`src/rtl/wdt_alert_pkg.sv`:
```
package wdt_alert_pkg;

  // Control register layout, LSB first: enable, unit, mode, polarity, width
  typedef struct packed {
    logic [1:0] pw_sel;
    logic       act_high;
    logic       pulse_mode;
    logic       unit_min;
    logic       enable;
  } wdt_ctrl_t;

  localparam int unsigned CTRL_W = $bits(wdt_ctrl_t);

endpackage

```
`src/rtl/wdt_alert_timebase.sv`:
```
module wdt_alert_timebase #(
  parameter int unsigned TICKS_PER_SEC = 1000,
  parameter int unsigned SEC_PER_MIN   = 60
) (
  input  logic clk,
  input  logic rst_n,
  input  logic run_i,
  input  logic restart_i,
  input  logic tick_i,
  output logic sec_tick_o,
  output logic min_tick_o
);

  localparam int unsigned MS_W = (TICKS_PER_SEC > 1) ? $clog2(TICKS_PER_SEC) : 1;
  localparam int unsigned SC_W = (SEC_PER_MIN > 1) ? $clog2(SEC_PER_MIN) : 1;
  localparam logic [MS_W-1:0] MS_LAST = MS_W'(TICKS_PER_SEC - 1);
  localparam logic [SC_W-1:0] SC_LAST = SC_W'(SEC_PER_MIN - 1);

  logic [MS_W-1:0] ms_q, ms_d;
  logic [SC_W-1:0] sc_q, sc_d;

  always_comb begin
    sec_tick_o = run_i && !restart_i && tick_i && (ms_q == MS_LAST);
    min_tick_o = sec_tick_o && (sc_q == SC_LAST);
    ms_d = ms_q;
    sc_d = sc_q;
    if (!run_i || restart_i) begin
      ms_d = '0;
      sc_d = '0;
    end else if (tick_i) begin
      ms_d = (ms_q == MS_LAST) ? '0 : ms_q + 1'b1;
      if (sec_tick_o) begin
        sc_d = min_tick_o ? '0 : sc_q + 1'b1;
      end
    end
  end

  always_ff @(posedge clk or negedge rst_n) begin
    if (!rst_n) begin
      ms_q <= '0;
      sc_q <= '0;
    end else begin
      ms_q <= ms_d;
      sc_q <= sc_d;
    end
  end

  // an idle prescaler is parked at zero one cycle later
  assert_idle_parked_R2: assert property (@(posedge clk) disable iff (!rst_n)
    !run_i |=> (ms_q == '0 && sc_q == '0));

endmodule

```
`src/rtl/wdt_alert_downcount.sv`:
```
module wdt_alert_downcount #(
  parameter int unsigned RANGE_W = 8
) (
  input  logic               clk,
  input  logic               rst_n,
  input  logic               en_i,
  input  logic               unit_tick_i,
  input  logic               range_wr_i,
  input  logic [RANGE_W-1:0] range_i,
  input  logic               stat_clr_i,
  output logic               timeout_o,
  output logic               sts_o
);

  logic [RANGE_W-1:0] range_q;
  logic [RANGE_W-1:0] cnt_q, cnt_d;
  logic               fired_q, fired_d;
  logic               sts_q, sts_d;

  always_comb begin
    timeout_o = en_i && unit_tick_i && !range_wr_i && !fired_q && (cnt_q == '0);
    cnt_d   = cnt_q;
    fired_d = fired_q;
    if (range_wr_i) begin
      cnt_d   = range_i;
      fired_d = 1'b0;
    end else if (!en_i) begin
      cnt_d   = range_q;
      fired_d = 1'b0;
    end else if (unit_tick_i && !fired_q) begin
      if (cnt_q == '0) fired_d = 1'b1;
      else             cnt_d   = cnt_q - 1'b1;
    end
    if (timeout_o)       sts_d = 1'b1;
    else if (stat_clr_i) sts_d = 1'b0;
    else                 sts_d = sts_q;
  end

  always_ff @(posedge clk or negedge rst_n) begin
    if (!rst_n) begin
      range_q <= '0;
    end else if (range_wr_i) begin
      range_q <= range_i;
    end
  end

  always_ff @(posedge clk or negedge rst_n) begin
    if (!rst_n) begin
      cnt_q   <= '0;
      fired_q <= 1'b0;
      sts_q   <= 1'b0;
    end else begin
      cnt_q   <= cnt_d;
      fired_q <= fired_d;
      sts_q   <= sts_d;
    end
  end

  assign sts_o = sts_q;

  assert_sts_sticky_R6: assert property (@(posedge clk) disable iff (!rst_n)
    (sts_q && !stat_clr_i) |=> sts_q);

  assert_sts_clear_R6: assert property (@(posedge clk) disable iff (!rst_n)
    (stat_clr_i && !timeout_o) |=> !sts_q);

  assert_single_fire_R8: assert property (@(posedge clk) disable iff (!rst_n)
    (timeout_o && !range_wr_i) |=> !timeout_o);

endmodule

```
`src/rtl/wdt_alert_drive.sv`:
```
module wdt_alert_drive #(
  parameter int unsigned PW0 = 1,
  parameter int unsigned PW1 = 20,
  parameter int unsigned PW2 = 100,
  parameter int unsigned PW3 = 4000
) (
  input  logic       clk,
  input  logic       rst_n,
  input  logic       en_i,
  input  logic       pulse_mode_i,
  input  logic       act_high_i,
  input  logic [1:0] pw_sel_i,
  input  logic       tick_i,
  input  logic       timeout_i,
  input  logic       sts_i,
  output logic       alert_o,
  output logic       alert_oe_o
);

  localparam int unsigned PW_A   = (PW0 > PW1) ? PW0 : PW1;
  localparam int unsigned PW_B   = (PW2 > PW3) ? PW2 : PW3;
  localparam int unsigned PW_MAX = (PW_A > PW_B) ? PW_A : PW_B;
  localparam int unsigned PL_W   = $clog2(PW_MAX + 1);

  logic [PL_W-1:0] width_sel;
  logic [PL_W-1:0] pl_q, pl_d;
  logic            active;

  always_comb begin
    unique case (pw_sel_i)
      2'd0:    width_sel = PL_W'(PW0);
      2'd1:    width_sel = PL_W'(PW1);
      2'd2:    width_sel = PL_W'(PW2);
      default: width_sel = PL_W'(PW3);
    endcase
    pl_d = pl_q;
    if (!en_i)                          pl_d = '0;
    else if (timeout_i && pulse_mode_i) pl_d = width_sel;
    else if (tick_i && pl_q != '0)      pl_d = pl_q - 1'b1;
    active     = pulse_mode_i ? (pl_q != '0) : (sts_i && en_i);
    alert_oe_o = active;
    alert_o    = act_high_i ? active : !active;
  end

  always_ff @(posedge clk or negedge rst_n) begin
    if (!rst_n) pl_q <= '0;
    else        pl_q <= pl_d;
  end

  assert_pulse_shrinks_R8: assert property (@(posedge clk) disable iff (!rst_n)
    (en_i && pl_q != '0 && !timeout_i) |=> (pl_q <= $past(pl_q)));

  assert_level_release_R7: assert property (@(posedge clk) disable iff (!rst_n)
    (!pulse_mode_i && !sts_i) |-> !alert_oe_o);

endmodule

```
`src/rtl/wdt_alert.sv`:
```
module wdt_alert
  import wdt_alert_pkg::*;
#(
  parameter int unsigned TICKS_PER_SEC = 1000,
  parameter int unsigned SEC_PER_MIN   = 60,
  parameter int unsigned RANGE_W       = 8,
  parameter int unsigned DATA_W        = 8,
  parameter int unsigned PW0           = 1,
  parameter int unsigned PW1           = 20,
  parameter int unsigned PW2           = 100,
  parameter int unsigned PW3           = 4000
) (
  input  logic              clk,
  input  logic              rst_n,
  input  logic              tick_ms_i,
  input  logic              ctrl_wr_i,
  input  logic              range_wr_i,
  input  logic              stat_wr_i,
  input  logic [DATA_W-1:0] wdata_i,
  output logic              alert_o,
  output logic              alert_oe_o,
  output logic              sts_o
);

  logic [1:0] rst_sync_q;
  logic       core_rst_n;
  wdt_ctrl_t  ctrl_q;
  logic       sec_tick, min_tick, unit_tick, timeout;

  // asynchronous assert, synchronous release
  always_ff @(posedge clk or negedge rst_n) begin
    if (!rst_n) rst_sync_q <= 2'b00;
    else        rst_sync_q <= {rst_sync_q[0], 1'b1};
  end
  assign core_rst_n = rst_sync_q[1];

  always_ff @(posedge clk or negedge core_rst_n) begin
    if (!core_rst_n)    ctrl_q <= '0;
    else if (ctrl_wr_i) ctrl_q <= wdt_ctrl_t'(wdata_i[CTRL_W-1:0]);
  end

  wdt_alert_timebase #(
    .TICKS_PER_SEC(TICKS_PER_SEC),
    .SEC_PER_MIN  (SEC_PER_MIN)
  ) u_timebase (
    .clk       (clk),
    .rst_n     (core_rst_n),
    .run_i     (ctrl_q.enable),
    .restart_i (range_wr_i),
    .tick_i    (tick_ms_i),
    .sec_tick_o(sec_tick),
    .min_tick_o(min_tick)
  );

  assign unit_tick = ctrl_q.unit_min ? min_tick : sec_tick;

  wdt_alert_downcount #(
    .RANGE_W(RANGE_W)
  ) u_count (
    .clk        (clk),
    .rst_n      (core_rst_n),
    .en_i       (ctrl_q.enable),
    .unit_tick_i(unit_tick),
    .range_wr_i (range_wr_i),
    .range_i    (wdata_i[RANGE_W-1:0]),
    .stat_clr_i (stat_wr_i && wdata_i[0]),
    .timeout_o  (timeout),
    .sts_o      (sts_o)
  );

  wdt_alert_drive #(
    .PW0(PW0), .PW1(PW1), .PW2(PW2), .PW3(PW3)
  ) u_drive (
    .clk         (clk),
    .rst_n       (core_rst_n),
    .en_i        (ctrl_q.enable),
    .pulse_mode_i(ctrl_q.pulse_mode),
    .act_high_i  (ctrl_q.act_high),
    .pw_sel_i    (ctrl_q.pw_sel),
    .tick_i      (tick_ms_i),
    .timeout_i   (timeout),
    .sts_i       (sts_o),
    .alert_o     (alert_o),
    .alert_oe_o  (alert_oe_o)
  );

  assert_no_timeout_idle_R2: assert property (@(posedge clk) disable iff (!core_rst_n)
    !ctrl_q.enable |-> !timeout);

  assert_disable_quiet_R7: assert property (@(posedge clk) disable iff (!core_rst_n)
    !ctrl_q.enable |-> !alert_oe_o);

  assert_kick_wins_R5: assert property (@(posedge clk) disable iff (!core_rst_n)
    (range_wr_i && !sts_o && !(stat_wr_i && wdata_i[0])) |=> !sts_o);

endmodule

```
`config.mk`:
```
export PLATFORM = sky130hd
export DESIGN_NAME = wdt_alert
export DESIGN_NICKNAME = d
export VERILOG_FILES = /design/src/rtl/wdt_alert_pkg.sv /design/src/rtl/wdt_alert_timebase.sv /design/src/rtl/wdt_alert_downcount.sv /design/src/rtl/wdt_alert_drive.sv /design/src/rtl/wdt_alert.sv
export SDC_FILE = /design/constraint.sdc
export NUM_CORES = 1
export LEC_CHECK = 0
export ABC_AREA = 1
export ABC_CLOCK_PERIOD_IN_PS = 1760
export BUFFER_PORTS_ARGS = -buffer_cell sky130_fd_sc_hd__buf_2
export CORE_UTILIZATION = 30
export DETAILED_ROUTE_END_ITERATION = 10
export GPL_TIMING_DRIVEN = 1
export MAX_ROUTING_LAYER = met4
export PLACE_DENSITY = 0.45
export SYNTH_ARGS = -nofsm -noshare
export SYNTH_HDL_FRONTEND = slang
export SYNTH_SLANG_ARGS = --single-unit
export TNS_END_PERCENT = 30
```
`constraint.sdc`:
```
create_clock -name clk -period 1.76 [get_ports clk]
set_input_delay 0.352 -clock clk [delete_from_list [all_inputs] [get_ports clk]]
set_output_delay 0.352 -clock clk [all_outputs]
set_load 0.02 [all_outputs]
```
==> flow_metrics.py <==
metrics = {
    "job": {
        "cap_violations": 0,
    },
    "final_layout": {
        "fin_nets": 481,
        "multi_input_area_mm2": 0.00168,
        "antenna_cells": 0,
        "stdcell_count": 593,
        "area_delta_synth_final_pct": 32.2,
        "final_layout_size_suffix_gt1_frac": 0.322,
        "nFillCells": 1008,
        "final_util": 0.413,
        "layout.area.seq_mm2": 0.00135,
    },
    "worst_setup_path": {
        "cp_data_required_time_ns": 1.41,
        "cp_cell_sequence": "inv_2 > ha_4 > nand3_4 > nor2_4 > nand3_2 > o21ai_4 > xor2_2 > buf_6",
        "cp_slowest_stage_delay_ns": 0.41,
        "worst-path-buf-inv": 2,
        "cp_top_family": "flip-flops",
        "r2r_slack_ns": -0.03,
        "crit_fanout": 2,
        "cp-start-kind": "flip-flop",
        "crit_path_end_kind": "output pin",
        "arrival_ns": 1.68,
        "cp_slowest_cell": "dfrtp_1",
        "critPathKind": "reg2out",
    },
    "yosys": {
        "synth_area_per_cell_um2": 8.11,
        "synth-seq-cells": 54,
        "netlist.top_cell.by_area": "dfrtp_1",
        "synth_flop_cell": "dfrtp_1",
        "yosysWarnings": 0,
        "yosysTopAreaCellShare": 0.438,
        "synthArstFlopShare": 1.00,
        "synthDistinctLibCells": 43,
        "syn-cell-area_mm2": 0.00308,
        "synth_area_leaders": "dfrtp_1, nand2_1, inv_1",
        "synth-edff-count": 0,
        "netlist_instances": 380,
        "syn_nets": 402,
        "ys_seq_area_frac": 0.438,
    },
    "global_routing": {
        "overflow": 0,
        "grt_pass1_vias": 2584,
        "grt_max_degree": 28,
        "grtUsageTotal": 0.156,
        "antenna_found_initial": 0,
        "grt_pass1_wl_um": 12400,
    },
    "clock_network": {
        "clkTransAtPathRegs_ns": 0.12,
        "clock-sinks": 54,
        "clk_path_buf_depth": 2,
        "numCtsBuffers": 5,
        "cts.htree.levels": 2,
        "worstSkewPairLatency_ns": 0.33,
        "cts_root_buf": "clkbuf_8",
        "cts_tree": "yes",
    },
    "power": {
        "p_leak_nw": 1.92,
        "p_sw_mw": 1.53,
        "p_int_mw": 2.57,
        "vdd_ir_drop_max_mv": 0.626,
        "p_seq_frac": 0.372,
        "powerDensity_mw_per_mm2": 1010,
        "p_comb_frac": 0.444,
        "clock_power_share": 0.184,
        "switching_share": 0.374,
    },
    "run_status": {
        "status": "complete, but fails checks",
        "violations": "negative setup slack",
    },
    "route": {
        "routed_via_density": 4.63,
        "drc": 0,
        "dr.pass1.iters": 4,
        "wl_per_cell_um": 12.7,
        "first_iter_violations": 93,
        "dr_total_vias": 2747,
        "finalWirelength_um": 7560,
        "ant_nets": 0,
    },
    "placed_design": {
        "dp_hpwl_um": 5330,
        "port_buffers": 16,
        "preCtsSetupSlack_ns": -0.0350,
        "place_inst": 569,
        "place_congestion": 0.797,
    },
    "timing": {
        "clock_skew_ns": 0.0173,
        "fin_ws_ns": -0.270,
        "max_freq_ghz": 0.493,
        "slew_viol_final": 0,
        "min_period_over_period": 1.15,
        "hold_viol_final": 0,
        "min_period_ns": 2.03,
        "setup-violations-final": 3,
        "grt_setup_unrepaired": "yes",
    },
    "floorplanning": {
        "coreArea_mm2": 0.00986,
        "die_h_um": 103,
        "start_util": 0.312,
        "die_area_mm2": 0.0107,
        "io_pins": 17,
        "core.rowCount": 36,
        "die_w_um": 103,
    },
    "worst_hold_path": {
        "hold_path_class": "in2reg",
    },
}
-- power by group through the flow --
stage               logic, mW  registers [mW]  clock network, mW
CTS                      1.70            1.52              0.811
floorplan                1.04            1.56                  0
detailed placement       1.61            1.53                  0
finish                   1.82            1.53              0.756
global placement         1.60            1.53                  0
global route             2.06            1.55              0.847
-- metrics by stage --
stage | hold slack [ns] | instance area, um2 | power, mW | TNS [ns]
2_1_floorplan | 0.0564 | 3120 | 2.61 | 0
3_3_place_gp | 0.141 | 3680 | 3.13 | -0.0139
3_5_place_dp | 0.143 | 3680 | 3.14 | -0.120
4_1_cts | 0.228 | 3860 | 4.03 | -0.590
5_1_grt | 0.250 | 4080 | 4.46 | -2.31
6_report | 0.252 | 4080 | 4.10 | -0.547
-- routing by layer --
| metal | GRT usage | up-vias | part of all wire |
|---|---|---|---|
| met2 | 0.246 | 40 | 0.48 |
| li1 | - | 1405 | - |
| met3 | 0.0296 | 7 | 0.025 |
| met1 | 0.206 | 1295 | 0.49 |
| met5 | - | - | 0 |
| met4 | 0.0390 | 0 | 0.012 |
-- synthesized netlist by cell type (2+ instances only) --
cell,number
a21oi_1,3
a21oi_2,2
a22o_1,3
a31oi_1,7
buf_6,3
clkbuf_1,4
dfrtp_1,54
ha_1,8
inv_1,42
inv_2,3
nand2_1,84
nand2_2,3
nand3_1,26
nand3_2,2
nand3b_1,3
nand4_1,3
nor2_1,34
nor2_2,5
nor2_4,3
nor3_1,7
o21ai_0,31
o21ai_1,8
o22ai_1,5
o32ai_1,2
xnor2_1,5
xor2_1,13
-- worst reg2reg max path, stage by stage, from the launching register on --
cell     delay, ns
dfrtp_1       0.37
ha_2          0.20
nand2_2       0.08
nor2_2        0.12
nand3_2       0.10
nor2_4        0.11
nand2_2       0.09
buf_6         0.13
a21oi_4       0.13
buf_12        0.16
nor2_1        0.05
a31oi_1       0.17
-- flip-flops by register name, indices dropped and copies added, names as in the netlist --
register and cells:
ctrl_q 6, rst_sync_q 2, u_count.cnt_q 8, u_count.fired_q 1
u_count.range_q 8, u_count.sts_o 1, u_drive.pl_q 12, u_timebase.ms_q 10
u_timebase.sc_q 6
-- layout by cell type, fill, tap and decap left out, types with 3 or more instances in the layout --
cell	count
a22o_1	3
nand2_4	4
nand3_2	4
o21ai_1	9
clkbuf_8	5
inv_2	10
a31oi_1	7
nand3b_1	3
o21ai_0	29
nand4_1	3
xor2_1	12
nor2_4	10
buf_2	14
nand2_1	79
o22ai_1	5
xnor2_1	5
nand2_2	6
nand3_1	23
a21oi_1	3
nor3_1	6
nor2_1	25
buf_4	59
dfrtp_1	53
buf_6	5
inv_1	35
ha_1	4
nor2_2	7
-- repair_timing --
action	in CTS	in global routing
cloned	0	1
gates resized for setup	14	36
endpoints found under the hold margin	2	0
endpoints found under the setup margin	16	27
buffers inserted	2	12
pin swaps	4	15
hold buffers	1	0
-- final cells by class --
type,instances,area share
Sequential cell,54,0.332
Tap cell,133,0.0408
Clock inverter,3,0.00645
Clock buffer,5,0.0169
Inverter,47,0.0448
Multi-Input combinational cell,271,0.412
Timing Repair Buffer,80,0.147
-- cells by family after synthesis --
family	Yosys count	share of synthesized area
compound gates	65	0.127
xor+xnor	18	0.0512
fa+ha+maj	8	0.0325
buf+inv	56	0.0792
flops	54	0.438
mux	1	0.00365
other cells	1	0.00122
simple gates	177	0.267
-- worst paths after layout --
path / startpoint / to / cells past startpoint
setup / recovery: u_drive.pl_q[0] / alert_o / 8
hold / removal: wdata_i[2] / ctrl_q[2] / 3
setup reg to reg: u_timebase.ms_q[0] / u_count.cnt_q[4] / 11
hold reg to reg: rst_sync_q[1] / u_count.range_q[2] / 1
max in group asynchronous: rst_sync_q[1] / u_timebase.sc_q[5] / 1
min in group asynchronous: rst_sync_q[1] / u_count.range_q[2] / 1
Power figures use the tool's default switching activity.
